$ cat src/rtl/tmr_pkg.sv
package tmr_pkg;
   localparam int NUM_TMR    = 2;
   localparam int TMR_STRIDE = 'h10;
   localparam int OFF_DIV    = 'h00;
   localparam int OFF_DATA   = 'h04;
   localparam int OFF_CTRL   = 'h08;
   localparam int OFF_MASK   = 'h48;
   localparam int OFF_ACK    = 'h4C;
   localparam int OFF_STAT   = 'h54;
   localparam int CTRL_W     = 6;

   typedef struct packed {
      logic       oneshot;   // bit 5
      logic       load;      // bit 4
      logic       run;       // bit 3
      logic [2:0] csel;      // bits 2:0
   } ctrl_t;
endpackage

$ cat src/rtl/tmr_tick_sel.sv
module tmr_tick_sel #(
   parameter int NUM_RATES = 4,
   parameter int SEL_W     = 3,
   parameter int RATE_BASE = 4
) (
   input  logic [SEL_W-1:0]     csel,
   input  logic [NUM_RATES-1:0] tick_en,
   output logic                 tick
);
   if (RATE_BASE + NUM_RATES > (1 << SEL_W)) begin : g_bad_codes
      $error("tmr_tick_sel: rate codes exceed select field");
   end

   logic [NUM_RATES-1:0] hit;
   for (genvar k = 0; k < NUM_RATES; k++) begin : g_rate
      assign hit[k] = (csel == SEL_W'(RATE_BASE + k)) & tick_en[k];
   end
   assign tick = |hit;
endmodule

$ cat src/rtl/tmr_down_cnt.sv
module tmr_down_cnt #(
   parameter int CNT_W = 32
) (
   input  logic             clk,
   input  logic             rst_n,
   input  logic             ctl_wr,
   input  logic             ctl_load,
   input  logic             ctl_run,
   input  logic             oneshot,
   input  logic [CNT_W-1:0] reload,
   input  logic             tick,
   output logic [CNT_W-1:0] cnt,
   output logic             running,
   output logic             tc
);
   localparam logic [CNT_W-1:0] ONE_C = CNT_W'(1);

   logic expire_now;
   assign expire_now = running & tick & ~ctl_wr & (cnt <= ONE_C);
   assign tc = expire_now;

   always_ff @(posedge clk) begin
      if (!rst_n) begin
         cnt     <= '0;
         running <= 1'b0;
      end else if (ctl_wr) begin
         if (ctl_load) cnt <= reload;
         running <= ctl_run;
      end else if (running && tick) begin
         if (expire_now) begin
            if (oneshot) begin
               cnt     <= '0;
               running <= 1'b0;
            end else begin
               cnt <= reload;
            end
         end else begin
            cnt <= cnt - ONE_C;
         end
      end
   end
endmodule

$ cat src/rtl/tmr_irq_agg.sv
module tmr_irq_agg #(
   parameter int NUM_SRC = 2
) (
   input  logic               clk,
   input  logic               rst_n,
   input  logic [NUM_SRC-1:0] tc,
   input  logic               ack_wr,
   input  logic [NUM_SRC-1:0] ack_bits,
   input  logic               mask_wr,
   input  logic [NUM_SRC-1:0] mask_wdata,
   output logic [NUM_SRC-1:0] raw_q,
   output logic [NUM_SRC-1:0] mask_q,
   output logic [NUM_SRC-1:0] masked,
   output logic               irq
);
   logic [NUM_SRC-1:0] clr;
   assign clr = ack_wr ? ack_bits : '0;

   always_ff @(posedge clk) begin
      if (!rst_n) begin
         raw_q  <= '0;
         mask_q <= '0;
      end else begin
         raw_q <= (raw_q & ~clr) | tc;
         if (mask_wr) mask_q <= mask_wdata;
      end
   end

   assign masked = raw_q & mask_q;
   assign irq    = |masked;
endmodule

$ cat src/rtl/dual_tick_timer.sv
module dual_tick_timer
   import tmr_pkg::*;
#(
   parameter int ADDR_W    = 8,
   parameter int DATA_W    = 32,
   parameter int CNT_W     = 32,
   parameter int NUM_RATES = 4,
   parameter int SEL_W     = 3,
   parameter int RATE_BASE = 4
) (
   input  logic                 clk,
   input  logic                 rst_n,
   input  logic                 wr_en,
   input  logic [ADDR_W-1:0]    addr,
   input  logic [DATA_W-1:0]    wdata,
   input  logic [NUM_RATES-1:0] tick_en,
   output logic [DATA_W-1:0]    rdata,
   output logic                 irq
);
   if (CNT_W > DATA_W || CNT_W < 2) begin : g_bad_cnt
      $error("dual_tick_timer: CNT_W must be 2..DATA_W");
   end
   if ((1 << ADDR_W) <= OFF_STAT) begin : g_bad_addr
      $error("dual_tick_timer: ADDR_W too small for register map");
   end
   if (SEL_W != 3 || DATA_W < CTRL_W) begin : g_bad_ctrl
      $error("dual_tick_timer: control layout needs SEL_W 3");
   end

   logic word_ok;
   logic wr_ok;
   assign word_ok = (addr[1:0] == 2'b00);
   assign wr_ok   = wr_en & word_ok;

   ctrl_t wctrl;
   assign wctrl = ctrl_t'(wdata[CTRL_W-1:0]);

   logic unused_wdata_bits;
   assign unused_wdata_bits = ^wdata;

   logic [CNT_W-1:0]   div_q  [NUM_TMR];
   ctrl_t              ctrl_q [NUM_TMR];
   logic [CNT_W-1:0]   cnt_q  [NUM_TMR];
   logic [NUM_TMR-1:0] ctl_wr;
   logic [NUM_TMR-1:0] run;
   logic [NUM_TMR-1:0] tick;
   logic [NUM_TMR-1:0] tc;

   for (genvar i = 0; i < NUM_TMR; i++) begin : g_tmr
      localparam int BASE = i * TMR_STRIDE;
      logic div_wr;
      assign div_wr    = wr_ok & (addr == ADDR_W'(BASE + OFF_DIV));
      assign ctl_wr[i] = wr_ok & (addr == ADDR_W'(BASE + OFF_CTRL));

      always_ff @(posedge clk) begin
         if (!rst_n) begin
            div_q[i]  <= '0;
            ctrl_q[i] <= '0;
         end else begin
            if (div_wr)    div_q[i]  <= wdata[CNT_W-1:0];
            if (ctl_wr[i]) ctrl_q[i] <= wctrl;
         end
      end

      tmr_tick_sel #(
         .NUM_RATES (NUM_RATES),
         .SEL_W     (SEL_W),
         .RATE_BASE (RATE_BASE)
      ) u_sel (
         .csel    (ctrl_q[i].csel),
         .tick_en (tick_en),
         .tick    (tick[i])
      );

      tmr_down_cnt #(.CNT_W(CNT_W)) u_cnt (
         .clk      (clk),
         .rst_n    (rst_n),
         .ctl_wr   (ctl_wr[i]),
         .ctl_load (wctrl.load),
         .ctl_run  (wctrl.run),
         .oneshot  (ctrl_q[i].oneshot),
         .reload   (div_q[i]),
         .tick     (tick[i]),
         .cnt      (cnt_q[i]),
         .running  (run[i]),
         .tc       (tc[i])
      );
   end

   logic               ack_wr;
   logic               mask_wr;
   logic [NUM_TMR-1:0] raw_q;
   logic [NUM_TMR-1:0] mask_q;
   logic [NUM_TMR-1:0] masked;

   assign ack_wr  = wr_ok & (addr == ADDR_W'(OFF_ACK));
   assign mask_wr = wr_ok & (addr == ADDR_W'(OFF_MASK));

   tmr_irq_agg #(.NUM_SRC(NUM_TMR)) u_irq (
      .clk        (clk),
      .rst_n      (rst_n),
      .tc         (tc),
      .ack_wr     (ack_wr),
      .ack_bits   (wdata[NUM_TMR-1:0]),
      .mask_wr    (mask_wr),
      .mask_wdata (wdata[NUM_TMR-1:0]),
      .raw_q      (raw_q),
      .mask_q     (mask_q),
      .masked     (masked),
      .irq        (irq)
   );

   always_comb begin
      rdata = '0;
      if (word_ok) begin
         for (int i = 0; i < NUM_TMR; i++) begin
            if (addr == ADDR_W'(i * TMR_STRIDE + OFF_DIV))  rdata = DATA_W'(div_q[i]);
            if (addr == ADDR_W'(i * TMR_STRIDE + OFF_DATA)) rdata = DATA_W'(cnt_q[i]);
            if (addr == ADDR_W'(i * TMR_STRIDE + OFF_CTRL)) rdata = DATA_W'(ctrl_q[i]);
         end
         if (addr == ADDR_W'(OFF_MASK)) rdata = DATA_W'(mask_q);
         if (addr == ADDR_W'(OFF_STAT)) rdata = DATA_W'(masked);
      end
   end
endmodule

$ cat config.mk
export PLATFORM = sky130hd
export DESIGN_NAME = dual_tick_timer
export DESIGN_NICKNAME = d
export VERILOG_FILES = /design/src/rtl/tmr_pkg.sv /design/src/rtl/tmr_tick_sel.sv /design/src/rtl/tmr_down_cnt.sv /design/src/rtl/tmr_irq_agg.sv /design/src/rtl/dual_tick_timer.sv
export SDC_FILE = /design/constraint.sdc
export NUM_CORES = 1
export LEC_CHECK = 0
export ABC_AREA = 1
export BUFFER_PORTS_ARGS = -buffer_cell sky130_fd_sc_hd__buf_2
export CORE_MARGIN = 8
export CORE_UTILIZATION = 56
export DETAILED_ROUTE_END_ITERATION = 7
export PLACE_DENSITY = 0.75
export SETUP_SLACK_MARGIN = 0.2
export SYNTH_ARGS = -nofsm -noshare
export SYNTH_HDL_FRONTEND = slang
export SYNTH_SLANG_ARGS = --single-unit
$ cat constraint.sdc
create_clock -name clk -period 5.2 [get_ports clk]
set_clock_uncertainty 0.2 [all_clocks]
set_input_delay 0.78 -clock clk [delete_from_list [all_inputs] [get_ports clk]]
set_output_delay 0.78 -clock clk [all_outputs]
set_load 0.01 [all_outputs]
After elaboration in Yosys (flattened, before gate mapping):

Memory sizes are Yosys's and may differ from the RTL's.
Index checks and enable logic that the tools add are counted.

* $lt $le $gt $ge: 2
* reductions and logical operators: 17
* bitwise gates (word level): 31
* equal/unequal tests: 18
* $add $sub $neg: 2
* mux-type cells: 45

Operators with widths (number)
* $mux 32: 21
* $le 32x1->1 const B: 2
* $sub 32x1->32 const B: 2
* $eq 3x3->1 const B: 8
* $eq 8x5->1 const B: 3
* $eq 8x7->1 const B: 3
* $and 1x1->1: 21
* $mux 1: 21
* $mux 6: 2
* $reduce_bool 2->1: 6
* $eq 8x3->1 const B: 1
* $eq 8x4->1 const B: 1
* $logic_not 8->1: 1
* $reduce_or 4->1: 2
* $reduce_and 3->1: 2
* $and 2x2->2: 2
* $ne 2x2->1 const B: 2
* $or 1x1->1: 4
* $reduce_and 2->1: 2
* $logic_and 1x1->1: 2
* $logic_not 2->1: 1
* $mux 2: 1
* $not 1->1: 2
* $not 2->2: 1
* 2 further kinds: 2

* output and inout port bits: 33
* register bits: 70
* memories kept: 2
* bits in writable memories: 76
* word-level logic and storage cells: 123

Memory list
* div_q: words 2, bits a word 32, rd ports 2, clocked after memory_dff 0, write ports 2, RTL line dual_tick_timer.sv:41 `logic [CNT_W-1:0] div_q [NUM_TMR];`
* ctrl_q: words 2, bits a word 6, rd ports 2, clocked after memory_dff 0, write ports 2, RTL line dual_tick_timer.sv:42 `ctrl_t ctrl_q [NUM_TMR];`

Longest topological paths before layout:

* depth in word-level cells: 10
* mapped depth: 15
* gate-level depth less buffers: 14

Cells and area by module:

From an unflattened synthesis, not the netlist that was laid out.

* cells, all modules: 1653
* area, all modules: 10802.9 µm²

Modules (own cells, without submodules)
* tmr_down_cnt: sequential area each 660.6 µm², area each 3236.9 µm², instances 2, cells an instance 569
* dual_tick_timer: sequential area each 2282.2 µm², area each 4060.1 µm², instances 1, cells an instance 466
* tmr_irq_agg: sequential area each 80.1 µm², area each 171.4 µm², instances 1, cells an instance 25
* tmr_tick_sel: sequential area each 0.0 µm², area each 48.8 µm², instances 2, cells an instance 12

Worst setup path after synthesis:

Ideal clock, no wire load.

* kind: input -> register
* from: input port addr[0]
* to: memory div_q[1][0], enable pin
* arrival time: 3.808 ns
* required time: 4.534 ns
* stages on the path: 6
* path buffers: 1
* slack: 0.727 ns
* cells stage by stage: inv_1 nand2_2 nor3_1 nand2_2 clkbuf_1 o21ai_0

RTL lines
* from (decl): RTL line dual_tick_timer.sv:14 `input logic [ADDR_W-1:0] addr,`
* to (decl): RTL line dual_tick_timer.sv:41

Final worst setup path:

* from: input port addr[0]
* to: output port rdata[4]

* word-level cells in the longest chain between the ends: 10

Ends and longest elaborated chain
* $logic_not 8->1: RTL line dual_tick_timer.sv:117 `if (addr == ADDR_W'(i * TMR_STRIDE + OFF_DIV)) rdata = DATA_W'(div_q[i]);`
* $mux 32: RTL line dual_tick_timer.sv:117
* $mux 32: RTL line dual_tick_timer.sv:118 `if (addr == ADDR_W'(i * TMR_STRIDE + OFF_DATA)) rdata = DATA_W'(cnt_q[i]);`
* $mux 32: RTL line dual_tick_timer.sv:119 `if (addr == ADDR_W'(i * TMR_STRIDE + OFF_CTRL)) rdata = DATA_W'(ctrl_q[i]);`
* $mux 32: RTL line dual_tick_timer.sv:117
* $mux 32: RTL line dual_tick_timer.sv:118
* $mux 32: RTL line dual_tick_timer.sv:119
* $mux 32: RTL line dual_tick_timer.sv:121 `if (addr == ADDR_W'(OFF_MASK)) rdata = DATA_W'(mask_q);`
* $mux 32: RTL line dual_tick_timer.sv:122 `if (addr == ADDR_W'(OFF_STAT)) rdata = DATA_W'(masked);`
* $mux 32 *: RTL line dual_tick_timer.sv:115 `if (word_ok) begin`
* to (decl): RTL line dual_tick_timer.sv:17 `output logic [DATA_W-1:0] rdata,`

Mark *: on every way between the ends. The rest lies on a longest branch, timed or not.

==> reports/metrics.cfg <==
[yosys]
synth-seq-cells = 146
synth_area_mm2 = 0.00975
postSynthAreaPerCell_um2 = 6.82
ys_warn_count = 0
netlist_instances = 1429
yosysTopAreaCellShare = 0.234
synth_nets = 1480
synth.distinct_cells = 46
synth-seq-area-share = 0.378
yosys-top-cells-area = edfxtp_1, dfxtp_1, nand2_1
synth_area_leader_cell = edfxtp_1

[power_and_ir_drop]
p_leak_uw = 0.00552
total_power_uw = 2590
peakVddDrop_v = 0.000263
power.density_mw_per_mm2 = 241

[clock_network]
cts_resized = 0
htree_levels = 4
postCtsHoldBufs = 0
clkLatencyLatePin_ns = 0.43
cts_made_buffers = 17
clock_path_buffers = 2
cts_tree = yes
postCtsSetupRepairBufs = 0
cts.reportedPaths.clkPinSlew_ns = 0.06
root_buffer = clkbuf_16
cts_sinks = 146

[worst_hold_path]
holdCritPathClass = flip-flop to flip-flop
hold-path-cell-count = 2

[grt]
grt_busiest_layer = met2
grt_max_degree = 66
grt_use_met3 = 0.0559
grt-ovfl-total = 0
first_global_vias = 9128
grt_pass1_wl_um = 49100
met2_usage = 0.459
use_met1 = 0.368
antenna_found_initial = 0
grt_util_all_layers = 0.287

[drt]
firstDrtPassIters = 6
drc = 0
ant_nets = 0
vias_per_cell = 5.75
drtIter0Drc = 1064
via_count = 9887
drt_wl_total_um = 31500
wl_per_cell_um = 18.3

[timing]
period_share = 0.774
fin_ws_ns = 1.17
relSlewSlack = 0.301
hold_violations = 0
finalSetupViolCount = 0
tns_ns = 0
fmax_ghz = 0.248
rsz0062_at_grt = false
min_period_ns = 4.03
final_max_slew_viol_count = 0
tightest_slew_ns = 1.05

[status]
outcome = finished, final reports clean

[placed_design]
placed_area_mm2 = 0.0102
place.gp.congestion = 0.943
hpwl_um = 23300
pre_cts_ws_ns = 1.22
portBuffers = 79

[final_layout]
antenna_cells = 0
fin_area_mm2 = 0.0107
synthToLayoutAreaGrowth_pct = 10.2
fillCellCount = 1600
drive_above_1_share = 0.132
final_nets = 1531
layout_common_cells = nand2_1, nor2_1, inv_1
layout_commonest_cell = nand2_1

[critical_path]
start_kind = primary input
crit_type = primary input to output pin
arrival_ns = 3.05
critPathRequiredTime_ns = 4.22
crit_fanout = 19
end_kind = output pin
worstRegToRegCells = 11

[floorplan]
start_util = 0.568
dieArea_mm2 = 0.0219
die_x_um = 148
core_mm2 = 0.0172
rows = 48
die_h_um = 148
ioPinCount = 80

[run]
maxCapViolations = 0

==> state kept, by name (all words and copies together) (netlist names) <==
| name | count |
|---|---|
| ctrl_q | 12 |
| div_q | 64 |
| g_tmr.u_cnt.cnt | 64 |
| g_tmr.u_cnt.running | 2 |
| u_irq.mask_q | 2 |
| u_irq.raw_q | 2 |
==> cells in the mapped netlist, drive strengths merged <==
library cell and instances:
nand2 344, o21ai 127, a22o 1, a221oi 23, xnor2 5, inv 219
or2 2, clkbuf 25, xor2 25, a31o 1, clkinv 3, buf 30
dfxtp 70, a21oi 64, o22ai 3, nor2 262, o211ai 3, nor3 7
o2111ai 1, a31oi 2, edfxtp 76, ha 4, nand4 17, o221ai 3
o31ai 1, nand3 110, nand3b 1
==> critical path: stages <==
cell and delay [ns]:
buf_2 0.07, inv_1 0.03, nand2_2 0.10, nor3_1 0.08, nand2_2 0.34, clkinv_1 0.59, nor2_1 0.50, o211ai_1 0.16
nand2_1 0.11, a31oi_1 0.10, buf_2 0.17
==> logic make-up (layout without fill, tap and decap cells) <==
family          count (synthesis)  count (layout)  share of synthesized area
fa+ha+maj                       4               4                    0.00513
flops                         146             146                      0.378
xor+xnor                       30              30                     0.0269
buf+inv                       277             341                      0.119
simple gates                  743             743                      0.334
compound gates                229             229                      0.136
==> through the flow <==
step / hold slack (ns) / cells / utilization
2_1_floorplan: 0.252 / 1429 / -
3_3_place_gp: 0.271 / 1686 / 0.592
3_5_place_dp: 0.290 / 1686 / 0.592
4_1_cts: 0.297 / 1718 / 0.626
5_1_grt: 0.324 / 1718 / 0.626
6_report: 0.297 / 1718 / 0.626
==> per-layer routing <==
layer  wire length, µm  part of all wire
met2             14400              0.46
met3              3100             0.098
met5                 0                 0
met4              1390             0.044
met1             12700              0.40
==> final timing paths <==
path,slack [ns],from,to
min reg2reg,0.30,u_irq.raw_q[0],u_irq.raw_q[0]
max reg2reg,2.22,ctrl_q[1][1],g_tmr[1].u_cnt.cnt[20]
min,0.30,u_irq.raw_q[0],u_irq.raw_q[0]
max,1.17,addr[0],rdata[4]
==> power by group <==
group | total (µW) | switching (µW) | internal, µW
registers | 1270 | 26.8 | 1240
logic | 110 | 78.9 | 31.1
clock network | 1220 | 510 | 706
total | 2590 | 615 | 1980
==> area by class of cell <==
cell class,count,area [µm²],share of cell area
Tap cell,225,282,0.0262
Sequential cell,146,3680,0.343
Timing Repair Buffer,87,455,0.0424
Inverter,222,835,0.0777
Multi-Input combinational cell,1006,4920,0.458
Clock inverter,13,138,0.0128
Clock buffer,19,433,0.0403
No activity file was read; power rests on OpenSTA's default activity.
